### config.mk
export PLATFORM = sky130hd
export DESIGN_NAME = eep_i2c_slave
export DESIGN_NICKNAME = d
export VERILOG_FILES = /design/src/rtl/eep_pkg.sv /design/src/rtl/eep_bus_sync.sv /design/src/rtl/eep_mem.sv /design/src/rtl/eep_proto_fsm.sv /design/src/rtl/eep_i2c_slave.sv
export SDC_FILE = /design/constraint.sdc
export NUM_CORES = 2
export LEC_CHECK = 0
export BUFFER_PORTS_ARGS = -buffer_cell sky130_fd_sc_hd__buf_4
export CAP_MARGIN = 0
export CORE_ASPECT_RATIO = 0.5
export CORE_MARGIN = 1
export CORE_UTILIZATION = 60
export DETAILED_ROUTE_END_ITERATION = 7
export PLACE_DENSITY = 0.81
export SLEW_MARGIN = 20
export SYNTH_ARGS = -nofsm -noshare
export SYNTH_HDL_FRONTEND = slang
export SYNTH_SLANG_ARGS = --single-unit
### constraint.sdc
create_clock -name clk_i -period 4.45 [get_ports clk_i]
set_clock_uncertainty 0.1 [all_clocks]
set_input_delay 0.89 -clock clk_i [delete_from_list [all_inputs] [get_ports clk_i]]
set_output_delay 0.89 -clock clk_i [all_outputs]
set_load 0.05 [all_outputs]
### src/rtl/eep_pkg.sv
package eep_pkg;
  typedef enum logic [3:0] {
    ST_IDLE, ST_DEV, ST_DEV_ACK, ST_ADDR, ST_ADDR_ACK,
    ST_WDAT, ST_WDAT_ACK, ST_RDAT, ST_RACK
  } state_e;
  localparam logic [3:0] DEV_TYPE = 4'b1010;
endpackage

### src/rtl/eep_bus_sync.sv
module eep_bus_sync #(
  parameter int STAGES = 2
) (
  input  logic clk_i,
  input  logic rst_ni,
  input  logic scl_i,
  input  logic sda_i,
  output logic sda_o,
  output logic scl_rise_o,
  output logic scl_fall_o,
  output logic start_o,
  output logic stop_o
);
  logic [STAGES-1:0] scl_ff, sda_ff;
  logic scl_s, sda_s, scl_q, sda_q;

  always_ff @(posedge clk_i or negedge rst_ni) begin
    if (!rst_ni) begin
      scl_ff <= '1;
      sda_ff <= '1;
      scl_q  <= 1'b1;
      sda_q  <= 1'b1;
    end else begin
      scl_ff <= {scl_ff[STAGES-2:0], scl_i};
      sda_ff <= {sda_ff[STAGES-2:0], sda_i};
      scl_q  <= scl_s;
      sda_q  <= sda_s;
    end
  end

  assign scl_s      = scl_ff[STAGES-1];
  assign sda_s      = sda_ff[STAGES-1];
  assign sda_o      = sda_s;
  assign scl_rise_o = scl_s & ~scl_q;
  assign scl_fall_o = ~scl_s & scl_q;
  assign start_o    = scl_s & scl_q & sda_q & ~sda_s;
  assign stop_o     = scl_s & scl_q & ~sda_q & sda_s;

  // bus events are mutually exclusive
  assert_evt_excl_R10: assert property (@(posedge clk_i) disable iff (!rst_ni)
    $onehot0({scl_rise_o, scl_fall_o, start_o, stop_o}));
endmodule

### src/rtl/eep_mem.sv
module eep_mem #(
  parameter int AW = 7,
  parameter int DW = 8
) (
  input  logic          clk_i,
  input  logic          rst_ni,
  input  logic          we_i,
  input  logic [AW-1:0] waddr_i,
  input  logic [DW-1:0] wdata_i,
  input  logic [AW-1:0] raddr_i,
  output logic [DW-1:0] rdata_o
);
  localparam int DEPTH = 1 << AW;
  logic [DW-1:0] mem [DEPTH];

  always_ff @(posedge clk_i or negedge rst_ni) begin
    if (!rst_ni) begin
      for (int i = 0; i < DEPTH; i++) mem[i] <= '0;
    end else if (we_i) begin
      mem[waddr_i] <= wdata_i;
    end
  end

  assign rdata_o = mem[raddr_i];

  // a write strobe lands in the array
  assert_mem_write_R4: assert property (@(posedge clk_i) disable iff (!rst_ni)
    we_i |=> mem[$past(waddr_i)] == $past(wdata_i));
endmodule

### src/rtl/eep_proto_fsm.sv
module eep_proto_fsm
  import eep_pkg::*;
#(
  parameter int AW = 7,
  parameter int DW = 8
) (
  input  logic          clk_i,
  input  logic          rst_ni,
  input  logic          scl_rise_i,
  input  logic          scl_fall_i,
  input  logic          start_i,
  input  logic          stop_i,
  input  logic          sda_i,
  input  logic [2:0]    chip_en_i,
  input  logic          wr_busy_i,
  input  logic [DW-1:0] rd_data_i,
  output logic [AW-1:0] rd_addr_o,
  output logic          sda_oe_o,
  output logic          wr_valid_o,
  output logic [AW-1:0] wr_addr_o,
  output logic [DW-1:0] wr_data_o
);
  localparam int CW = $clog2(DW + 1);
  localparam logic [CW-1:0] CNT_FULL = CW'(DW);
  localparam logic [CW-1:0] CNT_LAST = CW'(DW - 1);

  state_e        state;
  logic [CW-1:0] cnt;
  logic [DW-1:0] sh, tx;
  logic [AW-1:0] addr;
  logic          rw, macked;
  logic          byte_done, in_dev_ack, in_rack;

  assign byte_done  = scl_fall_i && (cnt == CNT_FULL);
  assign in_dev_ack = (state == ST_DEV_ACK);
  assign in_rack    = (state == ST_RACK);
  assign rd_addr_o  = addr;

  always_ff @(posedge clk_i or negedge rst_ni) begin
    if (!rst_ni) begin
      state      <= ST_IDLE;
      cnt        <= '0;
      sh         <= '0;
      tx         <= '0;
      addr       <= '0;
      rw         <= 1'b0;
      macked     <= 1'b0;
      sda_oe_o   <= 1'b0;
      wr_valid_o <= 1'b0;
      wr_addr_o  <= '0;
      wr_data_o  <= '0;
    end else begin
      wr_valid_o <= 1'b0;
      if (start_i) begin
        state    <= ST_DEV;
        cnt      <= '0;
        sda_oe_o <= 1'b0;
      end else if (stop_i) begin
        state    <= ST_IDLE;
        sda_oe_o <= 1'b0;
      end else begin
        unique case (state)
          ST_DEV, ST_ADDR, ST_WDAT: begin
            if (scl_rise_i) begin
              sh  <= {sh[DW-2:0], sda_i};
              cnt <= cnt + 1'b1;
            end else if (byte_done) begin
              if (state == ST_DEV) begin
                if (sh[7:4] == DEV_TYPE && sh[3:1] == chip_en_i && !wr_busy_i) begin
                  rw       <= sh[0];
                  sda_oe_o <= 1'b1;
                  state    <= ST_DEV_ACK;
                end else begin
                  state <= ST_IDLE;
                end
              end else if (state == ST_ADDR) begin
                addr     <= sh[AW-1:0];
                sda_oe_o <= 1'b1;
                state    <= ST_ADDR_ACK;
              end else begin
                wr_valid_o <= 1'b1;
                wr_addr_o  <= addr;
                wr_data_o  <= sh;
                addr       <= addr + 1'b1;
                sda_oe_o   <= 1'b1;
                state      <= ST_WDAT_ACK;
              end
            end
          end
          ST_DEV_ACK: begin
            if (scl_fall_i) begin
              cnt <= '0;
              if (rw) begin
                tx       <= {rd_data_i[DW-2:0], 1'b0};
                sda_oe_o <= ~rd_data_i[DW-1];
                state    <= ST_RDAT;
              end else begin
                sda_oe_o <= 1'b0;
                state    <= ST_ADDR;
              end
            end
          end
          ST_ADDR_ACK, ST_WDAT_ACK: begin
            if (scl_fall_i) begin
              sda_oe_o <= 1'b0;
              cnt      <= '0;
              state    <= ST_WDAT;
            end
          end
          ST_RDAT: begin
            if (scl_fall_i) begin
              if (cnt == CNT_LAST) begin
                sda_oe_o <= 1'b0;
                addr     <= addr + 1'b1;
                cnt      <= '0;
                state    <= ST_RACK;
              end else begin
                sda_oe_o <= ~tx[DW-1];
                tx       <= {tx[DW-2:0], 1'b0};
                cnt      <= cnt + 1'b1;
              end
            end
          end
          ST_RACK: begin
            if (scl_rise_i) begin
              macked <= ~sda_i;
            end else if (scl_fall_i) begin
              if (macked) begin
                tx       <= {rd_data_i[DW-2:0], 1'b0};
                sda_oe_o <= ~rd_data_i[DW-1];
                state    <= ST_RDAT;
              end else begin
                state <= ST_IDLE;
              end
            end
          end
          default: ;
        endcase
      end
    end
  end

  // acknowledge only a select byte with matching type and chip bits
  assert_sel_match_R1: assert property (@(posedge clk_i) disable iff (!rst_ni)
    $rose(in_dev_ack) |-> ($past(sh[7:4]) == DEV_TYPE && $past(sh[3:1]) == $past(chip_en_i)));
  // no select acknowledge while the sequencer is busy
  assert_busy_nack_R3: assert property (@(posedge clk_i) disable iff (!rst_ni)
    $rose(in_dev_ack) |-> !$past(wr_busy_i));
  // counter stands one past the byte just written
  assert_addr_step_R8: assert property (@(posedge clk_i) disable iff (!rst_ni)
    wr_valid_o |-> addr == AW'(wr_addr_o + 1'b1));
  // line released while waiting for the master's acknowledge
  assert_rack_release_R9: assert property (@(posedge clk_i) disable iff (!rst_ni)
    in_rack |-> !sda_oe_o);
  // drive only begins after an SCL falling edge
  assert_oe_on_fall_R11: assert property (@(posedge clk_i) disable iff (!rst_ni)
    $rose(sda_oe_o) |-> $past(scl_fall_i));
endmodule

### src/rtl/eep_i2c_slave.sv
module eep_i2c_slave #(
  parameter int AW          = 7,
  parameter int DW          = 8,
  parameter int SYNC_STAGES = 2
) (
  input  logic          clk_i,
  input  logic          rst_ni,
  input  logic          scl_i,
  input  logic          sda_i,
  input  logic [2:0]    chip_en_i,
  input  logic          wr_busy_i,
  output logic          sda_oe_o,
  output logic          wr_valid_o,
  output logic [AW-1:0] wr_addr_o,
  output logic [DW-1:0] wr_data_o
);
  logic          sda_s, scl_rise, scl_fall, bus_start, bus_stop;
  logic [AW-1:0] rd_addr;
  logic [DW-1:0] rd_data;

  eep_bus_sync #(.STAGES(SYNC_STAGES)) i_sync (
    .clk_i, .rst_ni, .scl_i, .sda_i,
    .sda_o(sda_s), .scl_rise_o(scl_rise), .scl_fall_o(scl_fall),
    .start_o(bus_start), .stop_o(bus_stop)
  );

  eep_proto_fsm #(.AW(AW), .DW(DW)) i_fsm (
    .clk_i, .rst_ni,
    .scl_rise_i(scl_rise), .scl_fall_i(scl_fall),
    .start_i(bus_start), .stop_i(bus_stop), .sda_i(sda_s),
    .chip_en_i, .wr_busy_i,
    .rd_data_i(rd_data), .rd_addr_o(rd_addr),
    .sda_oe_o, .wr_valid_o, .wr_addr_o, .wr_data_o
  );

  eep_mem #(.AW(AW), .DW(DW)) i_mem (
    .clk_i, .rst_ni,
    .we_i(wr_valid_o), .waddr_i(wr_addr_o), .wdata_i(wr_data_o),
    .raddr_i(rd_addr), .rdata_o(rd_data)
  );
endmodule

==> results.json <==
{
  "yosys_warnings": 0,
  "place_worst_setup_slack_ns": 0.693,
  "path_max_fanout": 26,
  "period_needed_ns": 3.92,
  "crit_arrival_ns": 4.38,
  "path_cells": "buf_12, buf_4, mux4_2, o21ai_0, nand3_1, a2111oi_0, o31ai_1",
  "post_cts_resized": 0,
  "start_util_pct": 60.7,
  "combPwrFrac_pct": 20.7,
  "syn_area_um2": 49700,
  "async_reset_ff_share_pct": 100,
  "synth_edf_count": 0,
  "p_switching_w": 0.00730,
  "h-tree-depth": 3,
  "synth_flop_cell": "dfrtp_1",
  "rsz0062_at_grt": "false",
  "start_kind": "register",
  "powerDensity_nw_per_um2": 434,
  "portBuffers": 24,
  "max-vdd-ir-drop_v": 0.000337,
  "synth_cell_types": 69,
  "drc_errors": 0,
  "cp_slowest_cell": "a2111oi_0",
  "drt_first_pass_iters": 8,
  "fin_util_pct": 66.5,
  "wire_per_inst_um": 29.6,
  "worst_slew_pin_slew_ns": 1.13,
  "cts_setup_buffers": 0,
  "grt_max_degree": 128,
  "min_path_type": "in2async",
  "ctsHoldBuffers": 0,
  "power_frac_seq_pct": 44.2,
  "ys_top_cells_by_area": "dfrtp_1 (54%), mux2_2 (24%), mux4_2 (10%)",
  "sw_frac_of_total_pct": 31.0,
  "cts_buffer_depth": 3,
  "clk_pin_slew_ns": 0.08,
  "die_h_um": 206,
  "place_area_um2": 51300,
  "setup_viol": 0,
  "routed_via_density": 6.73,
  "place_congestion": 0.982,
  "clk_latency_ns": 0.71,
  "internal-power_w": 0.0163,
  "cap_violations": 0,
  "numCtsBuffers": 91,
  "mostFrequentLayoutCell": "dfrtp_1",
  "io-pin-count": 25,
  "cts-root-buf": "clkbuf_16",
  "fin_setup_tns_ns": 0,
  "wirelength_um": 133000,
  "synth_seq_area_share_pct": 54.3,
  "cp.required_ns": 4.91,
  "fin_ws_ns": 0.530,
  "die_x_um": 409,
  "rr_worst_depth": 7,
  "final_cell_mix": "dfrtp_1 (1062), mux2_2 (1057), mux4_2 (221), nand2_1 (143), buf_4 (132)",
  "rows": 74,
  "clock_sinks": 1079,
  "drt_iter0_markers": 3369,
  "status": "completed",
  "yosys.area.top_type_share_pct": 54.0,
  "hold_viol": 0,
  "relSlewSlack_pct": 24.3,
  "syn_inst": 3326,
  "postLayoutCellArea_um2": 54400,
  "leakagePower_nw": 26.3,
  "syn_to_final_growth_pct": 9.44,
  "hpwl_um": 88500,
  "track_usage_pct": 32.6,
  "cpPeakStageDelay_ns": 0.83,
  "fin_cells": 4504,
  "dieArea_um2": 84100,
  "max_freq_mhz": 255,
  "synth.avg_cell_area_um2": 14.9,
  "tritoncts": "yes",
  "nets": 3337,
  "worstSetupEndpointType": "register",
  "grt_overflow": 0,
  "core_area_um2": 81800,
  "synthesis.nets": 3337,
  "critical_path_class": "reg2reg",
  "grt_pass1_vias": 31449,
  "vias": 30295,
  "min_period_over_period_pct": 88.1,
  "drive_above_1_share_pct": 47.5,
  "dp_cells": 4335,
  "antenna_found_initial": 3,
  "ant_nets": 0,
  "yosys_register_bits": 1079,
  "grt_first_pass_wirelength_um": 203000,
  "pwr-share-clk_pct": 35.1,
  "yosysTopAreaCell": "dfrtp_1",
  "drv_slew": 0
}
[per-layer routing]
| layer | up-vias | part of all wire [%] | track usage [%] |
|---|---|---|---|
| met4 | 6 | 2.9 | 9.95 |
| met3 | 275 | 11 | 10.8 |
| met2 | 1259 | 45 | 48.7 |
| met1 | 16333 | 41 | 45.7 |
| met5 | - | 0.062 | 0.575 |
| li1 | 12422 | - | - |
[per-stage QoR]
| stage | power (W) | hold WS (ns) |
|---|---|---|
| floorplan | 0.0136 | 0.245 |
| global placement | 0.0153 | 0.248 |
| detailed placement | 0.0154 | 0.247 |
| CTS | 0.0235 | 0.181 |
| global route | 0.0243 | 0.195 |
| finish | 0.0236 | 0.211 |
[power by group through the flow]
stage	logic (W)	registers (W)	clock network (W)
after floorplan	0.00337	0.0103	0
after global placement	0.00473	0.0106	0
after detailed placement	0.00478	0.0106	0
after CTS	0.00479	0.0104	0.00833
after global routing	0.00509	0.0104	0.00873
final	0.00488	0.0104	0.00829
[Yosys cell counts (3+ instances only)]
cell type,count
inv_1,9
buf_6,19
mux2_2,1057
nor4_2,7
nand2_1,143
a2111oi_0,10
o21a_1,6
mux2i_1,119
nand3_1,29
o22ai_1,14
xor2_1,3
ha_1,3
a21oi_1,35
a22oi_1,23
and3_1,3
a31oi_1,14
clkbuf_1,173
nor2_1,86
nor2b_1,13
o211ai_1,3
a221oi_1,19
dfstp_2,6
o31ai_1,11
buf_4,15
o2111ai_1,3
nand3b_1,7
buf_2,22
a211oi_1,8
buf_1,12
o32ai_1,3
nor3_1,25
o22a_1,4
mux4_2,221
nor3_2,5
o21ai_0,42
and2_1,9
or2_2,6
nand2b_1,19
dfrtp_1,1073
nand4_1,3
mux4_1,5
[sequential cells by signal, summed over array words and instances (netlist names)]
name,count
i_fsm.wr_data_o,8
i_sync.sda_ff,2
i_fsm.rw,1
i_fsm.sda_oe_o,1
i_sync.scl_q,1
i_fsm.macked,1
i_fsm.tx,7
i_fsm.cnt,4
i_sync.sda_q,1
i_fsm.state,4
i_mem.mem,1024
i_sync.scl_ff,2
i_fsm.rd_addr_o,7
i_fsm.wr_addr_o,7
i_fsm.wr_valid_o,1
i_fsm.sh,8
[final timing paths]
check,endpoint,slack [ns],from
setup / recovery,i_fsm.tx[5],0.53,i_fsm.rd_addr_o[0]
hold / removal,i_mem.mem[59],0.21,rst_ni
setup reg to reg,i_fsm.tx[5],0.53,i_fsm.rd_addr_o[0]
hold reg to reg,i_sync.scl_ff[1],0.26,i_sync.scl_ff[0]
max in group asynchronous,i_mem.mem[675],2.73,rst_ni
min in group clk_i,i_sync.sda_ff[0],0.21,sda_i
[kinds of logic (layout without fill, tap and decap cells)]
logic type               after synthesis  count (layout)  share of synthesized area [%]
AO/OA/AOI/OAI                        212             212                           2.88
XOR/XNOR                               4               4                         0.0705
adder cells (fa/ha/maj)                4               4                         0.0957
buffers and inverters                254             327                           2.41
flip-flops                          1079            1079                           54.3
multiplexers                        1402            1402                           36.6
other                                  0               3                              0
AND/OR/NAND/NOR                      371             371                           3.58
[area by class of cell]
class / count / area [um^2]
Timing Repair Buffer: 149 / 1330
Fill cell: 5584 / 27500
Clock inverter: 31 / 345
Clock buffer: 135 / 2700
Antenna cell: 3 / 7.51
Tap cell: 1102 / 1380
Sequential cell: 1079 / 27000
Multi-Input combinational cell: 1993 / 21500
Inverter: 12 / 46.3
[worst max-delay path: cells and delay by family, from the launching register on]
kind	cells	cell delay (ns)
buffers and inverters	2	0.58
AND/OR/NAND/NOR	1	0.37
multiplexers	1	0.54
AO/OA/AOI/OAI	3	1.47
flip-flops	1	0.70
No activity file was read; power rests on OpenSTA's default activity.
